File: src/rtl/octimer.sv
module octimer #(
  parameter int NCH = 8,
  parameter int CW  = 16,
  parameter int AW  = 5
) (
  input  logic           clk,
  input  logic           rst_n,
  input  logic           wr,
  input  logic           rd,
  input  logic [AW-1:0]  addr,
  input  logic [CW-1:0]  wdata,
  input  logic [NCH-1:0] cap_in,
  input  logic           wait_in,
  input  logic           dbg_in,
  output logic [CW-1:0]  rdata,
  output logic [NCH-1:0] pin_out,
  output logic [NCH-1:0] pin_oe,
  output logic           pa_clr_a,
  output logic           pa_clr_b,
  output logic           halt_pa,
  output logic           halt_mod
);
  localparam logic [AW-1:0] A_CNT  = AW'(0);
  localparam logic [AW-1:0] A_CTRL = AW'(1);
  localparam logic [AW-1:0] A_ACT  = AW'(2);
  localparam logic [AW-1:0] A_MASK = AW'(3);
  localparam logic [AW-1:0] A_DIR  = AW'(4);
  localparam logic [AW-1:0] A_PORT = AW'(5);
  localparam logic [AW-1:0] A_SEL  = AW'(6);
  localparam logic [AW-1:0] A_FLG  = AW'(7);
  localparam logic [AW-1:0] A_OVF  = AW'(8);
  localparam logic [AW-1:0] A_PAA  = AW'(9);
  localparam logic [AW-1:0] A_PAB  = AW'(10);
  localparam int            DBASE  = 16;

  logic [CW-1:0]    cnt;
  logic [2:0]       ctrl;
  logic [2*NCH-1:0] act;
  logic [NCH-1:0]   mask, dir, port, sel, flag, st, cap_q;
  logic             ovf;
  logic [CW-1:0]    data [NCH];
  logic [NCH-1:0]   hit, rise, fset, fclr, dsel;
  logic             fast, run, ovf_clr;

  assign fast     = ctrl[0];
  assign halt_pa  = ctrl[1] & wait_in;
  assign halt_mod = halt_pa | (ctrl[2] & dbg_in);
  assign run      = ~halt_mod;
  assign pa_clr_a = fast & (rd | wr) & (addr == A_PAA);
  assign pa_clr_b = fast & (rd | wr) & (addr == A_PAB);
  assign ovf_clr  = fast ? ((rd | wr) & (addr == A_CNT))
                         : (wr & (addr == A_OVF) & wdata[0]);

  always_comb begin
    for (int i = 0; i < NCH; i++) begin
      dsel[i] = (addr == AW'(DBASE + i));
      hit[i]  = sel[i] & run & (cnt == data[i]);
      rise[i] = ~sel[i] & cap_in[i] & ~cap_q[i];
      fset[i] = hit[i] | rise[i];
      fclr[i] = fast ? (dsel[i] & (sel[i] ? wr : rd))
                     : (wr & (addr == A_FLG) & wdata[i]);
      pin_oe[i]  = (|act[2*i +: 2]) | dir[i];
      pin_out[i] = (|act[2*i +: 2]) ? st[i] : port[i];
    end
  end

  always_comb begin
    rdata = '0;
    case (addr)
      A_CNT:  rdata = cnt;
      A_CTRL: rdata = CW'(ctrl);
      A_ACT:  rdata = CW'(act);
      A_MASK: rdata = CW'(mask);
      A_DIR:  rdata = CW'(dir);
      A_PORT: rdata = CW'(port);
      A_SEL:  rdata = CW'(sel);
      A_FLG:  rdata = CW'(flag);
      A_OVF:  rdata = CW'(ovf);
      default: begin
        for (int i = 0; i < NCH; i++)
          if (dsel[i]) rdata = data[i];
      end
    endcase
  end

  always_ff @(posedge clk or negedge rst_n) begin
    if (!rst_n) begin
      cnt <= '0; ctrl <= '0; act <= '0; mask <= '0; dir <= '0;
      port <= '0; sel <= '0; flag <= '0; st <= '0; cap_q <= '0; ovf <= 1'b0;
      for (int i = 0; i < NCH; i++) data[i] <= '0;
    end else begin
      if (run) cnt <= cnt + 1'b1;
      if (wr) begin
        case (addr)
          A_CTRL: ctrl <= wdata[2:0];
          A_ACT:  act  <= wdata[2*NCH-1:0];
          A_MASK: mask <= wdata[NCH-1:0];
          A_DIR:  dir  <= wdata[NCH-1:0];
          A_PORT: port <= wdata[NCH-1:0];
          A_SEL:  sel  <= wdata[NCH-1:0];
          default: ;
        endcase
      end
      ovf   <= (run & (&cnt)) | (ovf & ~ovf_clr);
      flag  <= fset | (flag & ~fclr);
      cap_q <= cap_in;
      for (int i = 0; i < NCH; i++) begin
        if (wr && dsel[i]) data[i] <= wdata;
        if (rise[i])       data[i] <= cnt;
        if (hit[i] && !mask[i]) begin
          case (act[2*i +: 2])
            2'b01:   st[i] <= ~st[i];
            2'b10:   st[i] <= 1'b0;
            2'b11:   st[i] <= 1'b1;
            default: ;
          endcase
        end
      end
    end
  end
endmodule


File: config.mk
export PLATFORM = sky130hd
export DESIGN_NAME = octimer
export DESIGN_NICKNAME = d
export VERILOG_FILES = /design/src/rtl/octimer.sv
export SDC_FILE = /design/constraint.sdc
export NUM_CORES = 1
export LEC_CHECK = 0
export BUFFER_PORTS_ARGS = -buffer_cell sky130_fd_sc_hd__buf_4
export CAP_MARGIN = 15
export CORE_UTILIZATION = 25
export CTS_CLUSTER_SIZE = 12
export DETAILED_ROUTE_END_ITERATION = 6
export PLACE_DENSITY = 0.4
export SLEW_MARGIN = 25
export SYNTH_ARGS = -nofsm -noshare
export SYNTH_HDL_FRONTEND = slang
export SYNTH_SLANG_ARGS = --single-unit
File: constraint.sdc
create_clock -name clk -period 1.7 [get_ports clk]
set_input_delay 0.17 -clock clk [delete_from_list [all_inputs] [get_ports clk]]
set_output_delay 0.17 -clock clk [all_outputs]
set_load 0.05 [all_outputs]
# ---- After elaboration in Yosys (flattened, before gate mapping)
# Cells that the tools add are included.
dict set report word_totals {
  reg_bits 220
  latchBits 0
  mem_bits_rw 0
  rom_bits 0
  inputBits 35
  out_inout_bits 36
  word_cells 306
  mem_count 0
}
dict set report op_classes {
  add_sub_neg 1
  mul 0
  div 0
  n_lt_le_gt_ge 0
  eq_ne 50
  shifts 0
  muxes 58
  bitwise_logic 107
  n_reduce_logical 64
}
# operator count
set op_table {}
lappend op_table {{$mux W16} 24}
lappend op_table {{$pmux W16 S9} 1}
lappend op_table {{$eq A16 B16 Y1} 8}
lappend op_table {{$and A1 B1 Y1} 59}
lappend op_table {{$eq A5 B5 Y1 const B} 8}
lappend op_table {{$eq A2 B2 Y1 const B} 16}
lappend op_table {{$reduce_and A2 Y1} 14}
lappend op_table {{$not A1 Y1} 26}
lappend op_table {{$mux W1} 25}
lappend op_table {{$pmux W1 S3} 8}
lappend op_table {{$reduce_bool A3 Y1} 8}
lappend op_table {{$eq A5 B3 Y1 const B} 4}
lappend op_table {{$or A1 B1 Y1} 19}
lappend op_table {{$add A16 B1 Y16 const B} 1}
lappend op_table {{$eq A2 B1 Y1 const B} 8}
lappend op_table {{$logic_and A1 B1 Y1} 16}
lappend op_table {{$reduce_and A16 Y1} 1}
lappend op_table {{$reduce_bool A2 Y1} 8}
lappend op_table {{$reduce_or A2 Y1} 8}
lappend op_table {{$eq A5 B4 Y1 const B} 3}
lappend op_table {{$eq A5 B2 Y1 const B} 2}
lappend op_table {{$and A8 B8 Y8} 1}
lappend op_table {{$logic_not A1 Y1} 8}
lappend op_table {{$not A8 Y8} 1}
lappend op_table {{other kinds (3)} 3}

# ---- Longest topological paths before layout
# Gate-level depths: netlist of the first run.
dict set report logic_depth {
  depth_word 10
  ltp_mapped 9
  depth_no_buf 6
}

# ---- Worst setup path after synthesis of the first run
# No wires, ideal clock.
dict set report synth_timing {
  path_type {input-to-output}
  startpoint {input addr[1]}
  endpoint {output rdata[10]}
  arrival_ps 2304
  required_ps 1530
  setup_slack_ps -774
  stages 8
  path_buffers 4
  cell_sequence {buf_2 > buf_2 > buf_2 > buf_2 > nor2_1 > o211ai_1 > o21ai_0 > o21ai_0}
}
dict set report synth_between {
  elab_chain_cells 10
  word_cells_on_any_way 26
  cone_classes {eq/ne (16); mux (9); reduce/logical (1)}
}
# element line
set synth_lines {}
lappend synth_lines {{from (decl)} 10} ;# input logic [AW-1:0] addr,
lappend synth_lines {{$eq A5 B5 Y1} 56} ;# dsel[i] = (addr == AW'(DBASE + i));
lappend synth_lines {{$mux W16 (8 in a row)} 81} ;# if (dsel[i]) rdata = data[i];
lappend synth_lines {{$pmux W16 S9 *} 69} ;# case (addr)
lappend synth_lines {{to (decl)} 15} ;# output logic [CW-1:0] rdata,
# Mark *: on every way between the ends. The rest lies on a longest branch, timed or not.

# ---- Worst setup path in the final report of the first run
dict set report layout_timing {
  startpoint {register data[66] (netlist bit)}
  endpoint {output rdata[2]}
}
dict set report layout_between {
  elab_chain_cells 6
}
# element line
set layout_lines {}
lappend layout_lines {{from (decl)} 41} ;# logic [CW-1:0] data [NCH];
lappend layout_lines {{from (signal, indexed assignment)} 108} ;# if (wr && dsel[i]) data[i] <= wdata;
lappend layout_lines {{from (signal, indexed assignment)} 109} ;# if (rise[i]) data[i] <= cnt;
lappend layout_lines {{$mux W16 (5 in a row)} 81}
lappend layout_lines {{$pmux W16 S9} 69}
# No other way between the ends.

==> results.json, run 1 <==
{
  "finalSetupTns_ns": -13.42,
  "drc_errors": 0,
  "setup_ws_ns": -0.685,
  "port_buffers": 70,
  "path_cells": "mux4_2 -> nor2_2 -> a21oi_2 -> o211ai_1 -> nand3_2 -> buf_8",
  "total_leakage_power_nw": 8.77,
  "grt_overflow_total": 0,
  "rsz0062_at_grt": "true",
  "hold_path_class": "in -> reg",
  "synthTopCellsByArea": "dfrtp_1 (41%), mux2i_1 (11%), mux2_2 (6.2%)",
  "place_inst": 2322,
  "violations": "negative setup slack",
  "ys_ff_latch": 220,
  "cp-start-kind": "register",
  "antenna_cells": 0,
  "maxCapViolCount": 0,
  "end_kind": "primary output",
  "coreArea_um2": 52700,
  "syn_inst": 1360,
  "syn2layout_area_growth_pct": 52.7,
  "grt_pass1_vias": 12500,
  "die_area_um2": 54200,
  "ir_drop_mv": 0.735,
  "clk_pin_slew_ns": 0.06,
  "die-width_um": 233,
  "via_count": 12100,
  "avgSynthCellArea_um2": 9.80,
  "ys_types": 71,
  "numCtsBuffers": 29,
  "gp_congestion": 0.896,
  "skew_ns": 0.0109,
  "crit_path_top_delay_cell": "mux4_2",
  "synthTopCellsByCount": "dfrtp_1 (220), mux2i_1 (143), nand2_1 (139)",
  "fin_crit_sh": 1.40,
  "dr.pass1.iters": 5,
  "finalHoldViolations": 0,
  "cts_tree": "yes",
  "syn_nets": 1396,
  "cts-root-buf": "clkbuf_16",
  "netlist.area_leader.share": 0.413,
  "finalCriticalPeriod_ns": 2.38,
  "p_per_area_nw_per_um2": 1180,
  "ys_seq_area_frac": 0.413,
  "criticalPathCategory": "reg -> out",
  "fp-row-count": 84,
  "dp_hpwl_mm": 44.0,
  "ios": 71,
  "hold_depth": 2,
  "grt_first_pass_wirelength_mm": 87.0,
  "totalWireLength_mm": 59.3,
  "yosysTopAreaCell": "dfrtp_1",
  "via_per_inst": 4.94,
  "drt_iter0_drc": 903,
  "reg2reg_depth": 8,
  "synth_edf_count": 0,
  "timing.slew.headroom": 0.608,
  "yosys_warnings": 0,
  "finalPower_mw": 23.9,
  "fmax_ghz": 0.419,
  "yosysMostFrequentCell": "dfrtp_1",
  "status": "finished with violations",
  "stdcell_count": 2453,
  "crit_path_max_incr_delay_ns": 0.53,
  "crit_buf_inv": 1,
  "crit_arrival_ns": 2.21,
  "holdWs_ns": 0.0301,
  "antenna_found_initial": 1,
  "maxSlewViolCount": 0,
  "dp_slack_ns": -0.692,
  "critPathRequiredTime_ns": 1.53,
  "htreeDepth": 1,
  "wl_per_cell_um": 24.2,
  "cts_sinks": 220,
  "initial_utilization": 0.253,
  "grt_start_max_net_pins": 49,
  "worstMarginPinSlew_ns": 0.580,
  "crit_fanout": 3,
  "grt_usage": 0.220,
  "die_h_um": 233,
  "crit_family": "multiplexers",
  "ant_nets": 0,
  "setup_viol_count_final": 50,
  "ys.flop_type": "dfrtp_1",
  "layout.nets": 1780,
  "ys_async_sr_fraction": 1.00,
  "drive_above_1_share": 0.450,
  "clk_latency_ns": 0.57,
  "clockBufferDepth": 3,
  "cp.depth": 6,
  "synth_area_um2": 13300
}
cell usage in the layout (no fill, tap or decap), types with 11 or more instances in the layout:
cell	count
buf_4	336
dfrtp_1	198
mux2i_1	140
nand2_1	127
o21ai_0	106
mux2_2	63
xor2_1	63
buf_6	62
xnor2_1	54
a21oi_1	48
buf_12	43
nor2_1	40
clkbuf_16	29
dfrtp_2	22
nand4_1	20
buf_8	18
dlygate4sd3_1	16
xnor2_2	14
nor2_4	13
a21oi_2	12
nor2_2	12
nand3_1	11
registers in the layout (all words and copies together), names as in the netlist:
register,count
dir,8
data,128
flag,8
act,16
ovf,1
port,8
sel,8
st,8
ctrl,3
cnt,16
cap_q,8
mask,8
power breakdown:
part / internal, mW / switching (mW) / total, mW
logic: 5.22 / 5.25 / 10.5
clock network: 3.59 / 2.51 / 6.09
registers: 6.25 / 1.13 / 7.38
area by class of cell:
cell class | instances | area (um^2)
Clock buffer | 40 | 807
Sequential cell | 220 | 5530
Timing Repair Buffer | 475 | 4510
Multi-Input combinational cell | 1006 | 8480
Tap cell | 688 | 861
Clock inverter | 12 | 110
Inverter | 12 | 45.0
Fill cell | 5227 | 32300
per-layer routing:
metal  up-vias  routed length, um  part of all wire  GRT usage
li1       5662                  -                 -          -
met1      6096              27200              0.46      0.300
met2       263              28000              0.47      0.367
met3        89               2210             0.037     0.0213
met4         0               1810             0.030     0.0666
met5         -                  0                 0          0
worst paths after layout:
| kind | slack, ns | startpoint | to |
|---|---|---|---|
| setup reg to reg | -0.33 | ctrl[1]$_DFFE_PN0P_ | st[5]$_DFFE_PN0P_ |
| hold / removal | 0.03 | wdata[12] | act[12]$_DFFE_PN0P_ |
| min in group asynchronous | 0.08 | rst_n | cap_q[1]$_DFF_PN0_ |
| max in group asynchronous | 0.94 | rst_n | act[9]$_DFFE_PN0P_ |
| setup / recovery | -0.68 | data[66]$_DFFE_PN0P_ | rdata[2] |
| hold reg to reg | 0.53 | flag[4]$_DFF_PN0_ | flag[4]$_DFF_PN0_ |
worst reg2reg max path: stages, from the launching register on:
cell	delay (ns)
dfrtp_1	0.39
a22oi_2	0.30
inv_2	0.12
buf_12	0.17
nor4_4	0.14
nand3_1	0.14
buf_6	0.16
or4_4	0.48
o21ai_2	0.07
metrics by stage:
step	util	cell area [um^2]
6_report	0.386	20300
5_1_grt	0.386	20300
4_1_cts	0.378	19900
3_5_place_dp	0.329	17300
3_3_place_gp	0.329	17300
2_1_floorplan	-	13600
timing repair:
item	in CTS	in global routing
pin swaps	91	48
hold buffers	16	0
hold endpoints to repair	242	0
setup endpoints to repair	61	57
setup buffers	61	21
resized for setup	251	67
logic make-up after synthesis:
logic type,share of synthesized area
compound gates,0.130
fa+ha+maj,0.000939
buf+inv,0.0431
xor+xnor,0.0940
simple gates,0.133
mux,0.186
flops,0.413
(Power assumes the default switching activity.)
==> run 2: changes to the inputs <==
--- a/config.mk
+++ b/config.mk
@@ -5,9 +5,11 @@
 export SDC_FILE = /design/constraint.sdc
 export NUM_CORES = 1
 export LEC_CHECK = 0
+export ABC_AREA = 1
 export BUFFER_PORTS_ARGS = -buffer_cell sky130_fd_sc_hd__buf_4
 export CAP_MARGIN = 15
 export CORE_UTILIZATION = 25
+export CTS_BUF_LIST = sky130_fd_sc_hd__clkbuf_8
 export CTS_CLUSTER_SIZE = 12
 export DETAILED_ROUTE_END_ITERATION = 6
 export PLACE_DENSITY = 0.4
==> run 2 against run 1 <==
Net effect: the run still ends with negative setup slack left; core utilization about the same; synthesized cell count up 64%; first-iteration DRC count up 100%; highest routed layer unchanged; hold slack better by 0.017 ns; sequential power up 2%; count of clock-buffer cells in the layout up 28; largest power group unchanged; non-clock buffer count up 18; setup slack better by 0.16 ns; combinational power up 40%.
==> results.json, run 2 <==
{
  "largest_reg_flops": 128,
  "cpMostUsedCell": "nand2_2",
  "place_area_um2": 18900,
  "met1_usage": 0.408,
  "ys_seq_area_frac": 0.371,
  "crit_path_max_incr_delay_ns": 0.43,
  "postLayoutCellArea_um2": 22500,
  "die_h_um": 245,
  "setup_ws_ns": -0.521,
  "reg2reg_depth": 14,
  "yosysMostFrequentCell": "nand2_1",
  "rsz0062_at_grt": "true",
  "ys_async_sr_fraction": 1.00,
  "crit_family": "simple AND/OR/NAND/NOR gates",
  "finalHoldViolations": 0,
  "clockBufferDepth": 3,
  "setup_viol_count_final": 47,
  "dp_hpwl_mm": 71.3,
  "antenna_found_initial": 3,
  "syn2layout_area_growth_pct": 51.7,
  "grt_overflow_total": 0,
  "via_count": 17900,
  "fin_crit_sh": 1.31,
  "layout_commonest_cell": "nand2_1",
  "gr-usage-met2": 0.495,
  "violations": "negative setup slack",
  "fp-row-count": 88,
  "initial_utilization": 0.255,
  "seqPwrFrac": 0.258,
  "yosysTopAreaCell": "dfrtp_1",
  "pwr-share-clk": 0.239,
  "regArea_um2": 5540,
  "port_buffers": 70,
  "skew_ns": 0.0432,
  "critPathRequiredTime_ns": 1.53,
  "dr.pass1.iters": 6,
  "synthTopCellsByCount": "nand2_1 (775), inv_1 (235), dfrtp_1 (220)",
  "via_per_inst": 5.18,
  "path_cells": "nand2_2 -> nand2_2 -> nor2_4 -> nand4_1 -> nor2_1 -> nand3_2 -> buf_8",
  "use_met3": 0.0387,
  "grt_usage": 0.310,
  "synth_area_um2": 14800,
  "crit_arrival_ns": 2.05,
  "layout.nets": 2687,
  "clk_latency_ns": 0.67,
  "grt_start_max_net_pins": 45,
  "total_leakage_power_nw": 10.7,
  "crit_buf_inv": 1,
  "htreeDepth": 2,
  "multi_input_area_um2": 8820,
  "crit_fanout": 2,
  "finalCriticalPeriod_ns": 2.22,
  "cts_tree": "yes",
  "drt_iter0_drc": 1824,
  "p_int_mw": 16.2,
  "top_register": "data",
  "criticalPathCategory": "reg -> out",
  "ys.flop_type": "dfrtp_1",
  "drc_errors": 0,
  "grt_pass1_vias": 17400,
  "crit_path_top_delay_cell": "dfrtp_1",
  "synth_edf_count": 0,
  "final_cell_mix": "nand2_1 (689), buf_4 (311), inv_1 (212)",
  "netlist.area_leader.share": 0.371,
  "finalSetupTns_ns": -10.59,
  "ir_drop_mv": 0.759,
  "numCtsBuffers": 48,
  "ys_types": 43,
  "power.switching_mw": 13.1,
  "p_per_area_nw_per_um2": 1300,
  "avgSynthCellArea_um2": 6.64,
  "synthTopCellsByArea": "dfrtp_1 (37%), nand2_1 (20%), o211ai_1 (6.0%)",
  "timing.slew.headroom": 0.632,
  "end_kind": "primary output",
  "holdWs_ns": 0.0473,
  "cts_sinks": 220,
  "ios": 71,
  "ant_nets": 0,
  "fmax_ghz": 0.450,
  "stdcell_count": 3456,
  "drive_above_1_share": 0.315,
  "r2r-end": "st[2]$_DFFE_PN0P_",
  "syn_inst": 2231,
  "p_sw_frac": 0.447,
  "cp-start-kind": "register",
  "clk_pin_slew_ns": 0.06,
  "grt_first_pass_wirelength_mm": 131,
  "busiest_layer": "met2",
  "maxCapViolCount": 0,
  "r2r_slack_ns": -0.34,
  "place_inst": 3252,
  "top_regs": "data (128), act (16), cnt (16)",
  "worstMarginPinSlew_ns": 0.552,
  "totalWireLength_mm": 93.7,
  "die-width_um": 245,
  "syn_nets": 2267,
  "cp.depth": 7,
  "coreArea_um2": 58100,
  "die_area_um2": 60300,
  "cts-root-buf": "clkbuf_8",
  "ys_ff_latch": 220,
  "maxSlewViolCount": 0,
  "yosys_warnings": 0,
  "pwr-share-comb": 0.503,
  "nFillCells": 6246,
  "status": "finished with violations",
  "gp_congestion": 0.984,
  "r2r_start": "cnt[2]$_DFFE_PN0N_",
  "wl_per_cell_um": 27.1,
  "hold_path_class": "in -> async"
}
run 2: cell count changes after synthesis, sizes merged, moves of 53 or more:
cell	before	now
nand2	140	783
inv	12	240
nor2	65	215
mux2i	143	0
o211ai	5	119
o21ai	119	207
mux2	73	0
nand3	21	86
xnor2	69	7
nand4	20	80
xor2	74	21
run 2: per-stage QoR:
stage | utilization | power (mW) | setup slack [ns]
after global routing | 0.387 | 30.5 | -0.603
after detailed placement | 0.324 | 19.1 | -0.444
after CTS | 0.372 | 28.0 | -0.610
after global placement | 0.324 | 19.2 | -0.405
after floorplan | - | 12.4 | 0.0296
final | 0.387 | 29.2 | -0.521
run 2: worst max path at each step:
stage / from / slack (ns) / to
after floorplan: ctrl[1]$_DFFE_PN0P_ / 0.03 / cnt[13]$_DFFE_PN0N_
after global placement: addr[3] / -0.41 / rdata[4]
after detailed placement: addr[2] / -0.44 / rdata[4]
after CTS: data[119]$_DFFE_PN0P_ / -0.61 / rdata[7]
after global routing: data[124]$_DFFE_PN0P_ / -0.60 / rdata[12]
final: data[124]$_DFFE_PN0P_ / -0.52 / rdata[12]
run 2: timing repair:
item | CTS | global route
pin swaps | 134 | 112
endpoints found under the hold margin | 292 | 0
buffers inserted | 59 | 39
hold buffers | 26 | 0
resized for setup | 307 | 172
setup endpoints to repair | 60 | 122
cloned | 1 | 4
run 2: power groups by stage:
stage               sequential (mW)  clock (mW)  combinational [mW]
finish                         7.53        6.98                14.7
floorplan                      6.85           0                5.57
global route                   7.60        7.37                15.5
global placement               7.54           0                11.6
CTS                            7.48        7.14                13.4
detailed placement             7.52           0                11.6
run 2: layout make-up:
cell class	instances	share of cell area
flip-flops and latches	220	0.246
multi-input cells	1642	0.392
well taps	765	0.0426
inverters	246	0.0425
clock inverters	20	0.00762
repair buffers	493	0.227
clock buffers	68	0.0416
diodes	2	0.000223
run 2: cell families after synthesis:
kind of cell / share of synthesized area
AND/OR/NAND/NOR: 0.344
AO/OA/AOI/OAI: 0.163
buffers and inverters: 0.104
flip-flops: 0.371
XOR/XNOR: 0.0165
adder cells (fa/ha/maj): 0.000844
run 2: routing by layer:
metal	up-vias	share of wire	wire, um
met5	-	0	0
met4	0	0.056	5210
met3	188	0.057	5350
met2	702	0.45	42600
met1	8872	0.43	40500
li1	8144	-	-
